$ cat src/rtl/isc_pkg.sv
`timescale 1ns/1ps
// Shared constants and sequencer state encoding for the interrupt source bank.
package isc_pkg;
    localparam int PRIO_W = 8;
    localparam logic [PRIO_W-1:0] PRIO_MASKED = '1;

    typedef enum logic [1:0] {
        SQ_IDLE = 2'd0,
        SQ_SCAN = 2'd1,
        SQ_ATT  = 2'd2,
        SQ_WAIT = 2'd3
    } sq_state_t;
endpackage

$ cat src/rtl/isc_fifo.sv
`timescale 1ns/1ps
// Small FIFO of source numbers waiting for a delivery attempt.
// Assumes the producer does not push when full; such a push is dropped.
module isc_fifo #(
    parameter int W     = 4,
    parameter int DEPTH = 4
) (
    input  logic         clk,
    input  logic         rst_n,
    input  logic         push,
    input  logic [W-1:0] din,
    input  logic         pop,
    output logic [W-1:0] dout,
    output logic         empty,
    output logic         full
);
    localparam int AW = (DEPTH > 1) ? $clog2(DEPTH) : 1;

    logic [W-1:0] mem [DEPTH];
    logic [AW-1:0] rp_q, wp_q;
    logic [AW:0]   cnt_q;
    logic wr, rd;

    assign empty = (cnt_q == '0);
    assign full  = (cnt_q == (AW+1)'(DEPTH));
    assign wr    = push && !full;
    assign rd    = pop && !empty;
    assign dout  = mem[rp_q];

    // Storage write, no reset needed on the data.
    always_ff @(posedge clk) begin
        if (wr) mem[wp_q] <= din;
    end

    // Pointer and occupancy update.
    always_ff @(posedge clk) begin
        if (!rst_n) begin
            rp_q  <= '0;
            wp_q  <= '0;
            cnt_q <= '0;
        end else begin
            if (wr) wp_q <= (wp_q == AW'(DEPTH-1)) ? '0 : wp_q + 1'b1;
            if (rd) rp_q <= (rp_q == AW'(DEPTH-1)) ? '0 : rp_q + 1'b1;
            case ({wr, rd})
                2'b10:   cnt_q <= cnt_q + 1'b1;
                2'b01:   cnt_q <= cnt_q - 1'b1;
                default: cnt_q <= cnt_q;
            endcase
        end
    end
endmodule

$ cat src/rtl/isc_state.sv
`timescale 1ns/1ps
// Per-source configuration and flags plus the per-server group resend bitmaps.
// Assumes the sequencer never marks a refusal and starts an attempt in one cycle.
module isc_state import isc_pkg::*; #(
    parameter int NSRC = 16,
    parameter int NGRP = 2,
    parameter int NSRV = 4,
    parameter int SRCW = 4,
    parameter int GW   = 1,
    parameter int SRVW = 2
) (
    input  logic              clk,
    input  logic              rst_n,
    input  logic              cfg_we,
    input  logic [SRCW-1:0]   cfg_src,
    input  logic [PRIO_W-1:0] cfg_prio,
    input  logic [SRVW-1:0]   cfg_server,
    input  logic [SRCW-1:0]   cur,
    input  logic              att_start,
    input  logic              mark_mp,
    input  logic              mark_refused,
    input  logic              rs_req,
    input  logic [SRVW-1:0]   rs_server,
    output logic [PRIO_W-1:0] cur_prio,
    output logic [SRVW-1:0]   cur_server,
    output logic [NSRC-1:0]   resend_vec,
    output logic [NGRP-1:0]   rs_grab,
    output logic              unmask_hit
);
    localparam int SLW = SRCW - GW;

    logic [PRIO_W-1:0] prio_w [NSRC];
    logic [SRVW-1:0]   serv_w [NSRC];
    logic [NSRC-1:0]   mp_w;
    logic [NGRP-1:0]   bm_w [NSRV];
    logic [GW-1:0]     cur_grp;

    assign cur_grp    = cur[SRCW-1:SLW];
    assign cur_prio   = prio_w[cur];
    assign cur_server = serv_w[cur];
    assign rs_grab    = bm_w[rs_server];
    // Unmask of a source that is pending, or is being parked as pending this cycle.
    assign unmask_hit = cfg_we && (cfg_prio != PRIO_MASKED) &&
                        (mp_w[cfg_src] || (mark_mp && (cur == cfg_src)));

    for (genvar i = 0; i < NSRC; i++) begin : g_src
        logic [PRIO_W-1:0] prio_q;
        logic [SRVW-1:0]   serv_q;
        logic              mp_q, rs_q;
        logic              sel_cfg, sel_cur;

        assign sel_cfg = cfg_we && (cfg_src == SRCW'(i));
        assign sel_cur = (cur == SRCW'(i));

        // Source configuration and its masked-pending / resend flags.
        always_ff @(posedge clk) begin
            if (!rst_n) begin
                prio_q <= PRIO_MASKED;
                serv_q <= '0;
                mp_q   <= 1'b0;
                rs_q   <= 1'b0;
            end else begin
                if (sel_cfg) begin
                    prio_q <= cfg_prio;
                    serv_q <= cfg_server;
                end
                if (unmask_hit && sel_cfg)      mp_q <= 1'b0;
                else if (mark_mp && sel_cur)    mp_q <= 1'b1;
                if (att_start && sel_cur)       rs_q <= 1'b0;
                else if (mark_refused && sel_cur) rs_q <= 1'b1;
            end
        end

        assign prio_w[i]     = prio_q;
        assign serv_w[i]     = serv_q;
        assign mp_w[i]       = mp_q;
        assign resend_vec[i] = rs_q;
    end

    for (genvar s = 0; s < NSRV; s++) begin : g_srv
        logic [NGRP-1:0] bm_q, set_v, clr_v;

        assign set_v = (mark_refused && (cur_server == SRVW'(s))) ? (NGRP'(1) << cur_grp) : '0;
        assign clr_v = (rs_req && (rs_server == SRVW'(s))) ? '1 : '0;

        // Group resend bitmap: take-and-clear on request, set on refusal.
        always_ff @(posedge clk) begin
            if (!rst_n) bm_q <= '0;
            else        bm_q <= (bm_q & ~clr_v) | set_v;
        end

        assign bm_w[s] = bm_q;
    end
endmodule

$ cat src/rtl/isc_seq.sv
`timescale 1ns/1ps
// Delivery sequencer: one attempt at a time, queue first, then resend scans.
// Assumes rep_valid is only raised while the sequencer waits for a reply.
module isc_seq import isc_pkg::*; #(
    parameter int NSRC = 16,
    parameter int NGRP = 2,
    parameter int SRCW = 4,
    parameter int GW   = 1
) (
    input  logic              clk,
    input  logic              rst_n,
    input  logic              q_empty,
    input  logic [SRCW-1:0]   q_dout,
    output logic              q_pop,
    input  logic              rs_req,
    input  logic [NGRP-1:0]   rs_grab,
    input  logic [NSRC-1:0]   resend_vec,
    input  logic [PRIO_W-1:0] cur_prio,
    input  logic              rep_valid,
    input  logic              rep_accept,
    input  logic              rep_need_resend,
    input  logic              rep_disp_valid,
    input  logic              rep_disp_ipi,
    input  logic [SRCW-1:0]   rep_disp_src,
    output logic [SRCW-1:0]   cur,
    output sq_state_t         st,
    output logic              att_start,
    output logic              mark_mp,
    output logic              mark_refused,
    output logic              offer_valid
);
    localparam int SLW = SRCW - GW;

    sq_state_t       st_q;
    logic [SRCW-1:0] cur_q, idx_q;
    logic            in_scan_q;
    logic [NGRP-1:0] smask_q, sact_q;
    logic            hit, idx_last, chase, retry, done, take_scan;

    assign st           = st_q;
    assign cur          = cur_q;
    assign att_start    = (st_q == SQ_ATT);
    assign mark_mp      = att_start && (cur_prio == PRIO_MASKED);
    assign offer_valid  = att_start && !mark_mp;
    assign mark_refused = (st_q == SQ_WAIT) && rep_valid && !rep_accept;
    assign q_pop        = (st_q == SQ_IDLE) && !q_empty;
    assign take_scan    = (st_q == SQ_IDLE) && q_empty && (smask_q != '0);

    assign hit      = sact_q[idx_q[SRCW-1:SLW]] && resend_vec[idx_q];
    assign idx_last = (idx_q == SRCW'(NSRC-1));
    assign chase    = rep_accept && rep_disp_valid && !rep_disp_ipi;
    assign retry    = !rep_accept && !rep_need_resend;
    assign done     = mark_mp || ((st_q == SQ_WAIT) && rep_valid && !chase && !retry);

    // Sequencer state, current source and resend scan bookkeeping.
    always_ff @(posedge clk) begin
        if (!rst_n) begin
            st_q      <= SQ_IDLE;
            cur_q     <= '0;
            idx_q     <= '0;
            in_scan_q <= 1'b0;
            smask_q   <= '0;
            sact_q    <= '0;
        end else begin
            smask_q <= (take_scan ? '0 : smask_q) | (rs_req ? rs_grab : '0);
            case (st_q)
                SQ_IDLE: begin
                    if (!q_empty) begin
                        cur_q     <= q_dout;
                        in_scan_q <= 1'b0;
                        st_q      <= SQ_ATT;
                    end else if (take_scan) begin
                        sact_q <= smask_q;
                        idx_q  <= '0;
                        st_q   <= SQ_SCAN;
                    end
                end
                SQ_SCAN: begin
                    if (hit) begin
                        cur_q     <= idx_q;
                        in_scan_q <= 1'b1;
                        st_q      <= SQ_ATT;
                    end else if (idx_last) begin
                        in_scan_q <= 1'b0;
                        st_q      <= SQ_IDLE;
                    end else begin
                        idx_q <= idx_q + 1'b1;
                    end
                end
                SQ_ATT: begin
                    if (!mark_mp) st_q <= SQ_WAIT;
                end
                SQ_WAIT: begin
                    if (rep_valid && chase) begin
                        cur_q <= rep_disp_src;
                        st_q  <= SQ_ATT;
                    end else if (rep_valid && retry) begin
                        st_q <= SQ_ATT;
                    end
                end
                default: st_q <= SQ_IDLE;
            endcase
            if (done) begin
                if (in_scan_q && !idx_last) begin
                    idx_q <= idx_q + 1'b1;
                    st_q  <= SQ_SCAN;
                end else begin
                    in_scan_q <= 1'b0;
                    st_q      <= SQ_IDLE;
                end
            end
        end
    end
endmodule

$ cat src/rtl/irq_src_bank.sv
`timescale 1ns/1ps
// Interrupt source bank: turns triggers, end-of-interrupt and unmask events
// into presenter offers, and retries refused or displaced sources.
// Assumes at most one of trig_valid, eoi_valid and an unmasking write per cycle.
module irq_src_bank import isc_pkg::*; #(
    parameter int NGRP   = 2,
    parameter int NSLOT  = 8,
    parameter int NSRV   = 4,
    parameter int QDEPTH = 4,
    localparam int NSRC  = NGRP * NSLOT,
    localparam int SRCW  = $clog2(NSRC),
    localparam int GW    = $clog2(NGRP),
    localparam int SRVW  = $clog2(NSRV)
) (
    input  logic              clk,
    input  logic              rst_n,
    input  logic              cfg_we,
    input  logic [SRCW-1:0]   cfg_src,
    input  logic [PRIO_W-1:0] cfg_prio,
    input  logic [SRVW-1:0]   cfg_server,
    input  logic              trig_valid,
    input  logic [SRCW-1:0]   trig_src,
    input  logic              eoi_valid,
    input  logic [SRCW-1:0]   eoi_src,
    input  logic [NSRC-1:0]   level_in,
    input  logic              rs_req,
    input  logic [SRVW-1:0]   rs_server,
    input  logic              rep_valid,
    input  logic              rep_accept,
    input  logic              rep_need_resend,
    input  logic              rep_disp_valid,
    input  logic              rep_disp_ipi,
    input  logic [SRCW-1:0]   rep_disp_src,
    output logic              offer_valid,
    output logic [SRCW-1:0]   offer_src,
    output logic [PRIO_W-1:0] offer_prio,
    output logic [SRVW-1:0]   offer_server
);
    logic              q_push, q_pop, q_empty, q_full, eoi_hit, unmask_hit;
    logic [SRCW-1:0]   q_din, q_dout, cur;
    logic              att_start, mark_mp, mark_refused;
    logic [PRIO_W-1:0] cur_prio;
    logic [SRVW-1:0]   cur_server;
    logic [NSRC-1:0]   resend_vec;
    logic [NGRP-1:0]   rs_grab;
    sq_state_t         seq_st;

    // Event-to-queue mux: trigger, then still-asserted EOI, then unmask.
    assign eoi_hit = eoi_valid && level_in[eoi_src];
    assign q_push  = trig_valid || eoi_hit || unmask_hit;
    assign q_din   = trig_valid ? trig_src : (eoi_hit ? eoi_src : cfg_src);

    isc_fifo #(.W(SRCW), .DEPTH(QDEPTH)) u_fifo (
        .clk(clk), .rst_n(rst_n), .push(q_push), .din(q_din),
        .pop(q_pop), .dout(q_dout), .empty(q_empty), .full(q_full)
    );

    isc_state #(.NSRC(NSRC), .NGRP(NGRP), .NSRV(NSRV), .SRCW(SRCW), .GW(GW), .SRVW(SRVW)) u_state (
        .clk(clk), .rst_n(rst_n),
        .cfg_we(cfg_we), .cfg_src(cfg_src), .cfg_prio(cfg_prio), .cfg_server(cfg_server),
        .cur(cur), .att_start(att_start), .mark_mp(mark_mp), .mark_refused(mark_refused),
        .rs_req(rs_req), .rs_server(rs_server),
        .cur_prio(cur_prio), .cur_server(cur_server), .resend_vec(resend_vec),
        .rs_grab(rs_grab), .unmask_hit(unmask_hit)
    );

    isc_seq #(.NSRC(NSRC), .NGRP(NGRP), .SRCW(SRCW), .GW(GW)) u_seq (
        .clk(clk), .rst_n(rst_n),
        .q_empty(q_empty), .q_dout(q_dout), .q_pop(q_pop),
        .rs_req(rs_req), .rs_grab(rs_grab), .resend_vec(resend_vec), .cur_prio(cur_prio),
        .rep_valid(rep_valid), .rep_accept(rep_accept), .rep_need_resend(rep_need_resend),
        .rep_disp_valid(rep_disp_valid), .rep_disp_ipi(rep_disp_ipi), .rep_disp_src(rep_disp_src),
        .cur(cur), .st(seq_st), .att_start(att_start), .mark_mp(mark_mp),
        .mark_refused(mark_refused), .offer_valid(offer_valid)
    );

    assign offer_src    = cur;
    assign offer_prio   = cur_prio;
    assign offer_server = cur_server;
endmodule

$ cat config.mk
export PLATFORM = sky130hd
export DESIGN_NAME = irq_src_bank
export DESIGN_NICKNAME = d
export VERILOG_FILES = /design/src/rtl/isc_pkg.sv /design/src/rtl/isc_fifo.sv /design/src/rtl/isc_state.sv /design/src/rtl/isc_seq.sv /design/src/rtl/irq_src_bank.sv
export SDC_FILE = /design/constraint.sdc
export NUM_CORES = 1
export LEC_CHECK = 0
export BUFFER_PORTS_ARGS = -buffer_cell sky130_fd_sc_hd__buf_2
export CAP_MARGIN = 20
export CORE_ASPECT_RATIO = 1.25
export CORE_MARGIN = 2
export CORE_UTILIZATION = 60
export DETAILED_ROUTE_END_ITERATION = 8
export PLACE_DENSITY = 0.86
export SETUP_SLACK_MARGIN = 0.5
export SLEW_MARGIN = 15
export SYNTH_ARGS = -nofsm -noshare
export SYNTH_HDL_FRONTEND = slang
export SYNTH_SLANG_ARGS = --single-unit
export TNS_END_PERCENT = 20
$ cat constraint.sdc
create_clock -name clk -period 5.35 [get_ports clk]
set_clock_uncertainty 0.05 [all_clocks]
set_input_delay 1.07 -clock clk [delete_from_list [all_inputs] [get_ports clk]]
set_output_delay 1.07 -clock clk [all_outputs]
set_load 0.01 [all_outputs]
Word level (Yosys, flattened, before mapping)
Memory sizes are Yosys's and may differ from the RTL's. A register that Yosys moved wholly into a read port is not among the register bits.
Index checks and enable logic that the tools add are counted.
Cells by class
  $add $sub $neg: 5
  $lt $le $gt $ge: 6
  equal/unequal tests: 55
  shift-type cells: 1
  multiplexer cells: 63
  bitwise operators: 16
  reductions and logical operators: 167
Operators by type and width (count)
  logical AND 1 bit: 110
  == test 4 bit, second input constant: 17
  OR reduction 2 bit: 32
  2-to-1 mux 2 bit: 26
  2-to-1 mux 4 bit: 11
  binary-select mux 8 bit (select 4 bit): 1
  == test 4 x 3 -> 1 bit, second input constant: 8
  == test 2 bit, second input constant: 9
  == test 4 x 2 -> 1 bit, second input constant: 4
  2-to-1 mux 8 bit: 2
  < comparator 4 x 5 -> 1 bit, second input constant: 3
  2-to-1 mux 1 bit: 13
  binary-select mux 1 bit (select 4 bit): 3
  one-hot mux 4 bit (3 select lines): 1
  bitwise OR 2 bit: 5
  zero test 1 bit: 9
  AND 2 bit: 4
  binary-select mux 2 bit (select 4 bit): 1
  == test 2 x 1 -> 1 bit, second input constant: 4
  == test 4 x 1 -> 1 bit, second input constant: 2
  == test 8 bit, second input constant: 1
  zero test 4 bit: 2
  != test 8 bit, second input constant: 1
  inverter 2 bit: 4
  31 further kinds: 40
Storage, ports and cells
  flip-flop bits (word level): 222
  RAM bits: 16
  input bits: 55
  output and inout bits: 15
  word-level logic and storage cells: 391
  memories kept: 1
Memories
  u_fifo.mem: words 4, bits a word 4, rd ports 1, clocked after Yosys merged registers in 1, write ports 1, line isc_fifo.sv:19  | logic [W-1:0] mem [DEPTH];

Logic depth before layout (Yosys ltp)
Gate-level depths: netlist of the first run.
  depth in word-level cells: 13
  gate-level depth with buffers: 16
  mapped depth without buffers: 13

Hierarchy
From an unflattened synthesis of the first run, not the netlist that was laid out.
Second synthesis, totals
  cells, all modules: 1323
  area total of the unflattened synthesis: 11588.6 um2
By module, submodules not included
  isc_state: instances 1, cells each 1062, area an instance 9026.2 um2, seq. area each 4003.8 um2
  isc_seq: instances 1, cells each 148, area an instance 1233.7 um2, seq. area each 300.3 um2
  isc_fifo: instances 1, cells each 76, area an instance 1064.8 um2, seq. area each 660.6 um2
  irq_src_bank: instances 1, cells each 37, area an instance 264.0 um2, seq. area each 0.0 um2

Least setup slack after synthesis of the first run
No wires, ideal clock.
  kind: in2reg
  start: input port eoi_src[0]
  end: register u_fifo.cnt_q[2]
  setup time: 0.076 ns
  arrival time: 3.964 ns
  required time: 5.224 ns
  slack: 1.261 ns
  cell stages on the path: 14
  path buffers: 2
  cell sequence: buf_2 mux4_2 mux4_2 and2_1 buf_6 nor3_2 a21oi_2 inv_1 ha_1 inv_1 fa_1 xor2_1 or3_1 a21boi_0
On the way
  cells in the longest elaborated chain, start to end: 8
  elaborated cells on any way between the ends: 10
  those cells by class: 2 x eq/ne; 3 x mux; 5 x reduce/logical
RTL lines
  from (decl): line irq_src_bank.sv:24  | input logic [SRCW-1:0] eoi_src,
  binary-select mux 1 bit (select 4 bit) *: line irq_src_bank.sv:49  | assign eoi_hit = eoi_valid && level_in[eoi_src];
  2-to-1 mux 1 bit (implied by the code) *: line irq_src_bank.sv:49
  logical AND 1 bit *: line irq_src_bank.sv:49
  logical OR 1 bit * (2 in a row): line irq_src_bank.sv:50  | assign q_push = trig_valid || eoi_hit || unmask_hit;
  logical AND 1 bit *: line isc_fifo.sv:26  | assign wr = push && !full;
  == test 2 x 1 -> 1 bit or == test 2 bit (tied branches): line isc_fifo.sv:44  | case ({wr, rd})
  one-hot mux 3 bit (2 select lines) or nonzero test 2 bit (tied branches)
  to (signal assigned): line isc_fifo.sv:45  | 2'b10: cnt_q <= cnt_q + 1'b1;
  to (signal assigned): line isc_fifo.sv:46  | 2'b01: cnt_q <= cnt_q - 1'b1;
  to (signal assigned): line isc_fifo.sv:47  | default: cnt_q <= cnt_q;
  to (decl): line isc_fifo.sv:21  | logic [AW:0] cnt_q;
Every way passes the cells marked *; elsewhere a longest branch is shown, timed or not. The select of a mux whose other input is x is not followed.
A chain may end at the register's enable or synchronous reset.

Final worst setup path of the first run
  start: register u_seq.cur_q[1] (netlist: u_seq.cur[1])
  end: output port offer_valid
On the way
  cells in the longest elaborated chain, start to end: 8
RTL lines
  from (decl): line isc_seq.sv:35  | logic [SRCW-1:0] cur_q, idx_q;
  from (signal assigned): line isc_seq.sv:69  | cur_q <= q_dout;
  from (signal assigned): line isc_seq.sv:80  | cur_q <= idx_q;
  from (signal assigned): line isc_seq.sv:95  | cur_q <= rep_disp_src;
  inverter 4 -> 5 bit (implied by the code): line isc_state.sv:39  | assign cur_prio = prio_w[cur];
  binary-select mux 8 bit (select 4 bit): line isc_state.sv:39
  2-to-1 mux 8 bit (implied by the code) (2 in a row): line isc_state.sv:39
  == test 8 bit: line isc_seq.sv:43  | assign mark_mp = att_start && (cur_prio == PRIO_MASKED);
  logical AND 1 bit: line isc_seq.sv:43
  zero test 1 bit: line isc_seq.sv:44  | assign offer_valid = att_start && !mark_mp;
  logical AND 1 bit: line isc_seq.sv:44
  to (decl): line irq_src_bank.sv:34  | output logic offer_valid,
Every way passes these cells. The select of a mux whose other input is x is not followed.

==> results of run 1 <==
==> kinds of logic after synthesis <==
family | Yosys count | share of synthesized area (%)
XOR/XNOR | 8 | 0.621
AND/OR/NAND/NOR | 663 | 25.6
multiplexers | 74 | 13.5
adder cells (fa/ha/maj) | 8 | 0.953
AO/OA/AOI/OAI | 157 | 10.8
flip-flops | 240 | 44.0
buffers and inverters | 116 | 4.61
==> cell usage after synthesis (all sizes together) (2+ instances only) <==
master	n	area share [%]
o211ai	2	0.13
a211o	4	0.31
a31oi	15	0.96
and2	9	0.50
a21boi	42	2.8
o221a	18	1.8
a32oi	5	0.55
ha	7	0.78
nor3	13	0.71
mux2i	10	0.89
mux2	2	0.20
nand2b	6	0.33
nor2	63	2.1
buf	30	1.8
a21oi	11	0.65
or2	4	0.22
or3b	2	0.16
xor2	7	0.54
nand3	144	6.4
o211a	2	0.18
inv	10	0.33
and3	3	0.17
o21ai	26	1.2
and4	2	0.20
or3	2	0.11
nand2	387	13
nor2b	18	1.0
nand3b	2	0.13
mux4	62	12
clkbuf	76	2.5
dfxtp	224	40
edfxtp	16	4.3
o31ai	4	0.27
nand4	4	0.35
a22oi	21	1.4
==> state kept, by name (all words and copies together) (netlist names), named ones only <==
register,count
u_seq.st,2
u_state.g_src.mp_q,16
u_state.g_srv.bm_q,8
u_seq.smask_q,2
u_fifo.mem,16
u_state.g_src.serv_q,32
u_seq.in_scan_q,1
u_seq.cur,4
u_fifo.rp_q,2
u_fifo.cnt_q,3
u_state.g_src.prio_q,128
u_seq.sact_q,2
u_seq.idx_q,4
u_fifo.wp_q,2
u_state.g_src.rs_q,16
==> layer usage <==
metal | track usage (%) | vias up | wire [um]
li1 | - | 4398 | -
met1 | 36.4 | 4654 | 11200
met2 | 54.1 | 509 | 15200
met3 | 6.15 | 120 | 2620
met4 | 15.5 | 0 | 1590
met5 | 0 | - | 0
==> report_power, final <==
part | leakage (uW) | internal, uW | total [uW] | switching [uW]
sequential | 0.00197 | 1920 | 2080 | 162
clock | 0.000398 | 1020 | 1720 | 701
combinational | 0.00249 | 584 | 1510 | 925
total | 0.00485 | 3520 | 5310 | 1790
==> cell type report <==
type                    count  area (um2)
fillers                  1461        6320
repair buffers             77         424
well taps                 232         290
flip-flops and latches    240        4970
clock inverters            13         165
multi-input cells         910        5810
inverters                  10        37.5
clock buffers              27         621
==> stage by stage <==
step	instances	power (uW)	worst slack, ps	hold WS [ps]
2_1_floorplan	1266	3200	1260	382
3_3_place_gp	1468	3550	1170	393
3_5_place_dp	1468	3580	1030	398
4_1_cts	1508	5270	1260	415
5_1_grt	1509	5530	1070	435
6_report	1509	5310	1210	412
==> worst paths after layout <==
path                                            start                                        to  slack (ps)  depth (start not counted)
min          u_state.g_src[10].prio_q[3]$_SDFFE_PN1P_  u_state.g_src[10].prio_q[3]$_SDFFE_PN1P_         410                          2
max                         u_seq.cur[1]$_SDFFE_PN0P_                               offer_valid        1210                          7
max reg2reg                 u_seq.cur[3]$_SDFFE_PN0P_              u_fifo.cnt_q[2]$_SDFFE_PN0P_        1440                         14
min reg2reg  u_state.g_src[10].prio_q[3]$_SDFFE_PN1P_  u_state.g_src[10].prio_q[3]$_SDFFE_PN1P_         410                          2
==> critical path, cell delays in order, from the launching register on <==
cell and delay, ps:
dfxtp_2 700, buf_4 450, mux4_2 410, a22oi_1 200, nand2_1 110, and4_4 260
a21oi_1 190, buf_2 180
==> flow_summary.json, run 1 <==
{
  "status": "complete, no violations",
  "clkTransAtPathRegs_ps": 60,
  "core_area_um2": 18600,
  "synth.distinct_cells": 62,
  "syn-cell-area_um2": 11300,
  "htree_levels": 1,
  "cts-root-buf": "clkbuf_16",
  "first_global_vias": 9364,
  "layout_commonest_cell": "nand2_1",
  "dp_hpwl_um": 19800,
  "rsz0062_at_grt": "no",
  "finalSetupViolCount": 0,
  "crit_path_end_kind": "primary output",
  "fmax_mhz": 241,
  "cp.required_ps": 4230,
  "grt_max_degree": 107,
  "peakVddDrop_uv": 340,
  "synth_ff_type": "dfxtp_1",
  "arrival_ps": 3020,
  "synth-edff-count": 16,
  "ios": 70,
  "drt-initial-drc-count": 1065,
  "dieArea_um2": 19900,
  "placed_area_um2": 11500,
  "antenna_cells": 0,
  "port_buffers": 69,
  "powerDensity_nw_per_um2": 431,
  "worst-slew-pin-transition_ps": 1140,
  "finalSetupTns_ps": 0,
  "chipHeight_um": 157,
  "post_cts_buffers": 0,
  "cts_tree": "done",
  "hold_violations": 0,
  "start_util_pct": 60.6,
  "slew_headroom_pct": 23.7,
  "synth_fp_nets": 1329,
  "post_drt_wl_per_cell_um": 20.3,
  "die_x_um": 127,
  "clockBufferDepth": 3,
  "routabilityCongestion": 0.898,
  "drt_pass1_iterations": 7,
  "drv_slew": 0,
  "ys_ff_latch": 240,
  "startpoint_type": "flip-flop",
  "postSynth.asyncResetShare_pct": 0,
  "grt.total_usage_pct": 31.0,
  "critPathMaxFanout": 22,
  "postCtsResizedCells": 0,
  "syn_area_per_cell_um2": 8.92,
  "nNetsFinal": 1325,
  "hold_buffers": 0,
  "final_cell_mix": "nand2_1 (387), dfxtp_1 (222), nand3_1 (143)",
  "p_leak_uw": 0.00485,
  "worst_skew_pair.late_latency_ps": 520,
  "routed_via_density": 6.42,
  "routed_wl_um": 30600,
  "drc": 0,
  "area_delta_synth_final_pct": 9.12,
  "ys_warn_count": 0,
  "antenna_found_initial": 0,
  "maxCapViolCount": 0,
  "numCtsBuffers": 23,
  "grt-ovfl-total": 0,
  "synth_cells": 1266,
  "hp-class": "flip-flop to flip-flop",
  "drt.antenna.violating_nets": 0,
  "cts_sinks": 240,
  "final_cell_area_um2": 12300,
  "path_class": "flip-flop to primary output",
  "vias": 9681,
  "period_minus_slack_ps": 4140,
  "fin_crit_sh_pct": 77.5,
  "rows": 56,
  "seq_area_frac_synth_pct": 44.0,
  "fin_util_pct": 66.1,
  "grt_pass1_wl_um": 49100,
  "drive_above_1_share_pct": 16.6
}
(Power assumes the default switching activity.)
==> run 2: changes to the inputs <==
CORE_UTILIZATION = 55   (was 60)
PLACE_DENSITY = 0.83   (was 0.86)
clock period = 3.6 ns   (was 5.35 ns; I/O delays follow)
==> run 2 against run 1 <==
Effect of this change: flip-flop and latch count did not move; sequential share of layout area decreased by 1.6 points; clock power increased by 38%; critical path type unchanged; largest cell class unchanged; via count rose by 3.5%; clock-buffer cell count is 4 higher; register-to-register slack got worse by 1100 ps; combinational power rose by 91%; highest routed layer is now met5; design area rose by 4.3%.
==> flow_summary.json, run 2 (synthesized netlist as in run 1, its figures left out) <==
{
  "cts_sinks": 240,
  "nNetsFinal": 1368,
  "status": "complete, no violations",
  "cts_tree": "done",
  "die_x_um": 132,
  "grt.total_usage_pct": 29.6,
  "slew_headroom_pct": 35.5,
  "r2r_start": "u_seq.cur[0]$_SDFFE_PN0P_",
  "crit_path_end_kind": "primary output",
  "hp-class": "flip-flop to flip-flop",
  "chipHeight_um": 164,
  "htree_levels": 1,
  "p_switching_uw": 2890,
  "p_leak_uw": 0.00509,
  "clkPwrFrac_pct": 28.5,
  "grt-ovfl-total": 0,
  "worst_skew_pair.late_latency_ps": 520,
  "drt_pass1_iterations": 6,
  "clockBufferDepth": 3,
  "r2r_slack_ps": 300,
  "dp_hpwl_um": 21200,
  "min_path_cells": 2,
  "antenna_found_initial": 1,
  "numCtsBuffers": 24,
  "hold_violations": 0,
  "grt_max_degree": 106,
  "period_minus_slack_ps": 3380,
  "powerDensity_nw_per_um2": 649,
  "seq_area_um2": 4970,
  "startpoint_type": "flip-flop",
  "routed_via_density": 6.30,
  "final_cell_mix": "nand2_1 (387), dfxtp_1 (221), nand3_1 (143)",
  "placed_area_um2": 11800,
  "rsz0062_at_grt": "yes",
  "vias": 10000,
  "drc": 0,
  "layout_commonest_cell": "nand2_1",
  "port_buffers": 69,
  "rr_endpoint": "u_fifo.cnt_q[2]$_SDFFE_PN0P_",
  "multi_input_area_um2": 5880,
  "drt.antenna.violating_nets": 0,
  "holdCritStartpoint": "u_state.g_src[10].serv_q[0]$_SDFFE_PN0P_",
  "arrival_ps": 2610,
  "pwr-share-seq_pct": 36.8,
  "start_util_pct": 56.2,
  "maxCapViolCount": 0,
  "ios": 70,
  "area_delta_synth_final_pct": 13.8,
  "p_comb_share_pct": 34.7,
  "critPathMaxFanout": 7,
  "reg.largest.list": "u_state.g_src.prio_q (128), u_state.g_src.serv_q (32)",
  "rr_worst_depth": 15,
  "crit_chain": "buf_12, buf_16, mux4_2, a22oi_2, nand2_1, and4_4, a21oi_4, buf_6",
  "finalSetupTns_ps": 0,
  "netSwitchingFraction_pct": 34.7,
  "first_global_vias": 9799,
  "post_drt_wl_per_cell_um": 20.7,
  "grt_pass1_wl_um": 50900,
  "clkTransAtPathRegs_ps": 60,
  "crit_path_top_delay_cell": "mux4_2",
  "drive_above_1_share_pct": 20.3,
  "worst_slack_ps": 222,
  "power.internal_uw": 5450,
  "hold_buffers": 0,
  "routabilityCongestion": 0.951,
  "path_class": "flip-flop to primary output",
  "cp.required_ps": 2830,
  "holdPathEnd": "u_state.g_src[10].serv_q[0]$_SDFFE_PN0P_",
  "largest_register_ffs": 128,
  "antenna_cells": 0,
  "fmax_mhz": 296,
  "worst-slew-pin-transition_ps": 964,
  "finalSetupViolCount": 0,
  "dieArea_um2": 21700,
  "fin_crit_sh_pct": 93.8,
  "cts-root-buf": "clkbuf_16",
  "drv_slew": 0,
  "dpl_worst_slack_ps": -94.9,
  "regMostFlops": "u_state.g_src.prio_q",
  "routed_wl_um": 32900,
  "rows": 58,
  "core_area_um2": 20100,
  "nFillCells": 1607,
  "drt-initial-drc-count": 1499,
  "peakVddDrop_uv": 543,
  "final_cell_area_um2": 12800,
  "slowest_delay_ps": 550
}
==> run 2: cell types whose count changed in the layout (fill, tap and decap cells not counted), sizes merged <==
| cell | before | now |
|---|---|---|
| clkbuf | 27 | 31 |
| bufinv | 4 | 0 |
| clkinv | 9 | 10 |
| buf | 77 | 119 |
| inv | 10 | 11 |
==> run 2: final cells by class <==
class | instances | share of cell area [%]
flip-flops and latches | 240 | 38.7
repair buffers | 119 | 6.86
inverters | 10 | 0.292
multi-input cells | 910 | 45.8
clock inverters | 11 | 0.438
clock buffers | 31 | 5.28
well taps | 270 | 2.63
==> run 2: what timing repair did <==
action                                  CTS  global route
setup buffers                            10             4
gates cloned                              3             0
endpoints found under the setup margin    5             5
gates resized for setup                  21             7
pin swaps                                 4             4
endpoints found under the hold margin     0             0
==> run 2: through the flow <==
stage                     util [%]  cells  power [uW]  hold slack (ps)
final                         63.9   1591        8340              411
after global routing          63.9   1591        8610              437
after CTS                     63.6   1587        8090              415
after global placement        58.6   1532        5370              394
after detailed placement      58.6   1532        5420              401
after floorplan                  -   1266        4770              382
==> run 2: power groups by stage <==
| stage | registers, uW | clock network (uW) | logic [uW] |
|---|---|---|---|
| finish | 3070 | 2380 | 2890 |
| global route | 3090 | 2490 | 3040 |
| CTS | 3060 | 2360 | 2670 |
| detailed placement | 3120 | 0 | 2300 |
| global placement | 3120 | 0 | 2250 |
| floorplan | 3000 | 0 | 1770 |
==> run 2: worst max-delay path: cells and delay by family, from the launching register on <==
| kind | cells | cell delay (ps) |
|---|---|---|
| buf+inv | 3 | 420 |
| simple gates | 2 | 340 |
| flops | 1 | 430 |
| compound gates | 2 | 350 |
| mux | 1 | 550 |
==> run 2: how the worst max path moves through the flow <==
stage | start | endpoint | slack (ps)
3_3_place_gp | eoi_src[0] | u_fifo.cnt_q[2]$_SDFFE_PN0P_ | 20
4_1_cts | u_seq.cur[0]$_SDFFE_PN0P_ | offer_valid | 300
3_5_place_dp | eoi_src[0] | u_fifo.cnt_q[2]$_SDFFE_PN0P_ | -90
6_report | u_seq.cur[0]$_SDFFE_PN0P_ | offer_valid | 220
5_1_grt | u_seq.cur[0]$_SDFFE_PN0P_ | u_fifo.cnt_q[2]$_SDFFE_PN0P_ | 200
2_1_floorplan | eoi_src[0] | u_fifo.cnt_q[2]$_SDFFE_PN0P_ | 20
==> run 2: per-layer routing <==
metal | vias up | global-route usage (%) | wire, um | part of all wire, %
met5 | - | 0 | 17 | 0.052
met4 | 2 | 18.3 | 2130 | 6.5
met3 | 160 | 5.34 | 2970 | 9.0
met2 | 620 | 51.5 | 16000 | 49
met1 | 4759 | 33.9 | 11700 | 36
li1 | 4483 | - | - | -
